[config.mk]
export PLATFORM = sky130hd
export DESIGN_NAME = triple_cancel_top
export DESIGN_NICKNAME = d
export VERILOG_FILES = /design/src/rtl/triple_pkg.sv /design/src/rtl/triple_cell.sv /design/src/rtl/triple_ctrl.sv /design/src/rtl/triple_result.sv /design/src/rtl/triple_cancel_top.sv
export SDC_FILE = /design/constraint.sdc
export NUM_CORES = 1
export LEC_CHECK = 0
export BUFFER_PORTS_ARGS = -buffer_cell sky130_fd_sc_hd__buf_2
export CORE_MARGIN = 1
export CORE_UTILIZATION = 53
export DETAILED_ROUTE_END_ITERATION = 8
export GPL_TIMING_DRIVEN = 0
export PLACE_DENSITY = 0.72
export SYNTH_ARGS = -nofsm -noshare
export SYNTH_HDL_FRONTEND = slang
export SYNTH_HIERARCHICAL = 1
export SYNTH_SLANG_ARGS = --single-unit
[constraint.sdc]
create_clock -name clk_i -period 3.03 [get_ports clk_i]
set_input_delay 0.1515 -clock clk_i [delete_from_list [all_inputs] [get_ports clk_i]]
set_output_delay 0.1515 -clock clk_i [all_outputs]
set_load 0.02 [all_outputs]
[src/rtl/triple_pkg.sv]
package triple_pkg;
  // Per-bit modulo-3 counter: {hi,lo} = 00 -> 0, 01 -> 1, 10 -> 2.
  typedef struct packed {
    logic hi;
    logic lo;
  } m3_t;
endpackage

[src/rtl/triple_cell.sv]
module triple_cell
  import triple_pkg::*;
(
  input  m3_t  cur_i,
  input  logic x_i,
  output m3_t  nxt_o
);
  logic lo_new;

  // Ordered update: hi uses the lo value already updated for this word.
  always_comb begin
    lo_new    = (cur_i.lo ^ x_i) & ~cur_i.hi;
    nxt_o.lo  = lo_new;
    nxt_o.hi  = (cur_i.hi ^ x_i) & ~lo_new;
  end
endmodule

[src/rtl/triple_ctrl.sv]
module triple_ctrl (
  input  logic clk_i,
  input  logic rst_ni,
  input  logic start_i,
  input  logic valid_i,
  input  logic last_i,
  output logic accept_o,
  output logic finish_o,
  output logic armed_o,
  output logic done_o
);
  logic armed_q, done_q;

  assign accept_o = armed_q & valid_i & ~start_i;
  assign finish_o = accept_o & last_i;

  always_ff @(posedge clk_i or negedge rst_ni) begin
    if (!rst_ni) begin
      armed_q <= 1'b0;
      done_q  <= 1'b0;
    end else if (start_i) begin
      armed_q <= 1'b1;
      done_q  <= 1'b0;
    end else begin
      if (finish_o) armed_q <= 1'b0;
      done_q <= finish_o;
    end
  end

  assign armed_o = armed_q;
  assign done_o  = done_q;
endmodule

[src/rtl/triple_result.sv]
module triple_result #(
  parameter int unsigned DATA_W = 32
) (
  input  logic              clk_i,
  input  logic              rst_ni,
  input  logic              load_i,
  input  logic [DATA_W-1:0] d_i,
  output logic [DATA_W-1:0] q_o
);
  always_ff @(posedge clk_i or negedge rst_ni) begin
    if (!rst_ni)     q_o <= '0;
    else if (load_i) q_o <= d_i;
  end
endmodule

[src/rtl/triple_cancel_top.sv]
module triple_cancel_top
  import triple_pkg::*;
#(
  parameter int unsigned DATA_W = 32
) (
  input  logic              clk_i,
  input  logic              rst_ni,
  input  logic              start_i,
  input  logic              in_valid_i,
  input  logic              in_last_i,
  input  logic [DATA_W-1:0] in_data_i,
  output logic [DATA_W-1:0] result_o,
  output logic              done_o
);
  logic              accept, finish, armed_q;
  logic [DATA_W-1:0] lower_q, higher_q, lower_d, higher_d;

  triple_ctrl u_ctrl (
    .clk_i    (clk_i),
    .rst_ni   (rst_ni),
    .start_i  (start_i),
    .valid_i  (in_valid_i),
    .last_i   (in_last_i),
    .accept_o (accept),
    .finish_o (finish),
    .armed_o  (armed_q),
    .done_o   (done_o)
  );

  for (genvar b = 0; b < DATA_W; b++) begin : g_bit
    m3_t cur, nxt;
    assign cur.lo = lower_q[b];
    assign cur.hi = higher_q[b];
    triple_cell u_cell (
      .cur_i (cur),
      .x_i   (in_data_i[b]),
      .nxt_o (nxt)
    );
    assign lower_d[b]  = nxt.lo;
    assign higher_d[b] = nxt.hi;
  end

  always_ff @(posedge clk_i or negedge rst_ni) begin
    if (!rst_ni) begin
      lower_q  <= '0;
      higher_q <= '0;
    end else if (start_i) begin
      lower_q  <= '0;
      higher_q <= '0;
    end else if (accept) begin
      lower_q  <= lower_d;
      higher_q <= higher_d;
    end
  end

  triple_result #(.DATA_W(DATA_W)) u_result (
    .clk_i  (clk_i),
    .rst_ni (rst_ni),
    .load_i (finish),
    .d_i    (lower_d),
    .q_o    (result_o)
  );
endmodule

==> tab_implementation.tex <==
\begin{tabular}{lr}
\hline
Metric & Value \\
\hline
\multicolumn{2}{l}{\textbf{Outcome}} \\
Status & completed \\
\multicolumn{2}{l}{\textbf{Clock network}} \\
H-tree depth & 3 \\
Insertion delay of the later-clocked pin in the worst-skew pair & 0.36 ns \\
Cell chosen for the clock root & clkbuf\_8 \\
Clock transition at the registers of the reported paths & around 0.090 ns \\
Gates resized, CTS repair & 0 \\
Number of buffers added by the clock tree synthesis step & 9 \\
Post-cts hold buffer count & 2 \\
Number of buffers added for setup after CTS & 0 \\
Clock sinks & 98 \\
Maximum buffer depth of the clock tree & 2 \\
CTS tree & yes \\
\multicolumn{2}{l}{\textbf{Route}} \\
ANT nets after route & 0 \\
Routed len/inst & approximately 14 um \\
Initial detailed-routing violation count & roughly 110 \\
Via-to-Cell Ratio & between 4 and 5 \\
DRC violation count after routing & 0 \\
Routed via count & 3238 \\
Post-detailed-routing wire length & 9190 um \\
DRT Pass-1 Iters & 4 \\
\multicolumn{2}{l}{\textbf{Pwr}} \\
Pwr per Cell Area & roughly 560 nW/um2 \\
Sw frac & 0.291 \\
Sequential cell fraction of total power & 0.469 \\
Clock network fraction of total power & 0.279 \\
P\_leak & between 2 and 3 nW \\
Internal Dissipation & between 2 and 2.5 mW \\
Largest voltage drop on the vdd net & between 0.3 and 0.4 mV \\
Sw Pwr & $\sim$0.96 mW \\
Combinational share of power & 0.252 \\
\multicolumn{2}{l}{\textbf{Placed design}} \\
Number of placed instances with taps included & about 640 \\
Final weighted congestion in routability-driven placement & between 0.7 and 0.8 \\
DP Worst Slack & about 1.6 ns \\
Detailed placer's ending HPWL & roughly 6300 um \\
Number of port buffers & 69 \\
Standard cell area after detailed placement & 5660 um2 \\
\multicolumn{2}{l}{\textbf{Yosys}} \\
Seq cells post-synth & 98 \\
Nets in the synthesized netlist & 479 \\
Most instantiated cells after synthesis & 98 x dfrtp\_1, 97 x nor2\_1, 96 x mux2i\_1, 34 x nand2\_1 \\
Gate count of the mapped netlist & approximately 440 \\
Post-Syn Area & around 5100 um2 \\
Ys Warns & 6 \\
Count of cell types in the netlist & 15 \\
Avg Cell Area, Syn & around 12 um2 \\
Count of flip-flops with a built-in enable after synthesis & 0 \\
Share of flip-flops with an asynchronous set or reset & 1.00 \\
Largest area contributor in the synthesized netlist & dfrtp\_1 \\
Share of the synthesized area in the top cell type & 0.479 \\
Most area-consuming cells after synthesis & dfrtp\_1 48\%, mux2i\_1 19\%, mux2\_4 8.8\% \\
Synth Flop Type & dfrtp\_1 \\
Most frequently used cell type in the post-synthesis netlist & dfrtp\_1 \\
Sequential element share of the synthesized area & 0.479 \\
\multicolumn{2}{l}{\textbf{Die}} \\
Initial cell density of the core & 0.552 \\
I/O Pins & 70 \\
Row Count & 35 \\
Width of the die & $\sim$100 um \\
Die H & 100 um \\
Die area & around 10000 um2 \\
Total core area & a little over 9000 um2 \\
\multicolumn{2}{l}{\textbf{STA}} \\
Final hold vios & 0 \\
Post-route setup TNS & 0 ns \\
Period minus WS final & between 1 and 1.5 ns \\
Period utilisation layout & 0.493 \\
Final worst-path setup slack & about 1.5 ns \\
Final count of pins violating max slew & 0 \\
Max Clock Freq & 0.670 GHz \\
Worst-Margin Slew & around 0.61 ns \\
Headroom to the max-slew limit & 0.593 \\
Final count of negative-setup-slack endpoints & 0 \\
Maximum clock skew at final layout & $\sim$0.0073 ns \\
Setup repair after global routing missed its margin & false \\
\multicolumn{2}{l}{\textbf{Critical path}} \\
Capture instance of the worst register-to-register path & u\_result/q\_o[3]\$\_DFFE\_PN0P\_ \\
Required time of the critical path & 3.28 ns \\
Critical-path maximum fanout & 10 \\
Worst Path Arrival & about 1.7 ns \\
Register-to-Register Setup Slack & about 1.6 ns \\
Startpoint of the most critical register-to-register path & u\_ctrl/armed\_o\$\_DFFE\_PN0P\_ \\
Worst setup EP type & register \\
Startpoint class of the critical path & primary input \\
Reg2reg path depth & 5 \\
Start-to-end type of the worst setup path & in -> reg \\
\multicolumn{2}{l}{\textbf{Final layout}} \\
Area of all placed cells without fillers & slightly below 6000 um2 \\
Final net count & roughly 560 \\
Cell Count, Final, Fillers Out & $\sim$660 \\
Fill cell instance count of the final layout & between 700 and 800 \\
Diode count & 0 \\
Fraction of layout instances using a drive strength above 1 & 0.308 \\
Synth-to-layout area growth & 15.1\% \\
\multicolumn{2}{l}{\textbf{Worst hold path}} \\
End point of the worst hold path & u\_ctrl/done\_o\$\_DFF\_PN0\_ \\
Min-Delay Path Depth & 2 \\
Min-delay worst type & in -> reg \\
Startpoint of the lowest-slack hold path & in\_last\_i \\
\multicolumn{2}{l}{\textbf{GRT}} \\
Initial antenna violation count & 0 \\
Congestion Overflow GR & 0 \\
Global-route wire length before repair & approximately 16000 um \\
Vias in the first global route & roughly 3300 \\
Global Route Usage Sum & 0.201 \\
Largest net degree at the start of global routing & 54 \\
\multicolumn{2}{l}{\textbf{Run}} \\
Max-cap viol count & 0 \\
\hline
\end{tabular}
sequential cells by signal (all words and copies together) (netlist names):
name / count
higher_q: 32
lower_q: 32
u_ctrl/armed_o: 1
u_ctrl/done_o: 1
u_result/q_o: 32
power by group through the flow:
stage	Combinational, mW	Sequential, mW	Clock [mW]
floorplan	0.428	1.71	0
global placement	0.816	1.57	0
detailed placement	0.834	1.57	0
CTS	0.839	1.55	0.948
global route	0.893	1.57	0.997
finish	0.829	1.54	0.920
layer usage:
layer  vias to the layer above  routed length [um]  track usage
met4                         0                 131       0.0736
met5                         -                   0            0
met1                      1596                4260        0.264
met2                        45                4540        0.335
met3                        12                 251       0.0348
li1                       1585                   -            -
kinds of logic after synthesis:
group / count (synthesis) / share of synthesized area
multiplexers: 128 / 0.280
flip-flops: 98 / 0.479
AO/OA/AOI/OAI: 1 / 0.00171
AND/OR/NAND/NOR: 133 / 0.0989
buffers and inverters: 50 / 0.0860
XOR/XNOR: 32 / 0.0547
how the worst max path moves through the flow:
stage	to	cells past startpoint	slack, ns	from
floorplan	u_result/q_o[0]$_DFFE_PN0P_	5	1.70	u_ctrl/armed_o$_DFFE_PN0P_
global placement	lower_q[24]$_DFFE_PN0P_	1	0.73	rst_ni
detailed placement	u_result/q_o[17]$_DFFE_PN0P_	5	1.59	u_ctrl/armed_o$_DFFE_PN0P_
CTS	u_result/q_o[26]$_DFFE_PN0P_	6	1.54	start_i
global route	u_result/q_o[27]$_DFFE_PN0P_	6	1.49	start_i
finish	u_result/q_o[3]$_DFFE_PN0P_	6	1.54	start_i
area by class of cell:
cell class                      instances  area (um2)  area share
Tap cell                              129         161      0.0274
Sequential cell                        98        2450       0.416
Clock inverter                          7        93.8      0.0159
Multi-Input combinational cell        294        2230       0.378
Buffer                                 50         440      0.0747
Timing Repair Buffer                   72         395      0.0670
Clock buffer                            9         124      0.0210
cells in the final DEF, fill, tap and decap left out:
cell type,n
buf_4,33
buf_1,6
mux2i_1,96
clkbuf_2,1
dlygate4sd3_1,2
mux2_4,30
a21o_2,1
mux2_2,2
clkinvlp_4,2
nor3b_1,2
clkinv_4,1
buf_8,6
buf_2,68
clkinv_2,2
buf_6,2
nor2_1,97
clkbuf_8,9
buf_12,3
dfrtp_1,98
nand2_1,34
xnor2_1,32
buf_16,1
bufinv_16,2
metrics by stage:
stage	utilization	hold slack [ns]	total power, mW
floorplan	-	-0.144	2.14
global placement	0.606	0.374	2.38
detailed placement	0.610	0.213	2.40
CTS	0.635	0.0554	3.34
global route	0.635	0.0594	3.46
finish	0.635	0.0758	3.29
critical path, stage by stage:
cell and delay, ns:
dlygate4sd3_1 0.53, buf_2 0.15, nor3b_1 0.26, buf_6 0.19
buf_12 0.16, mux2_4 0.31
Power figures use the tool's default switching activity.
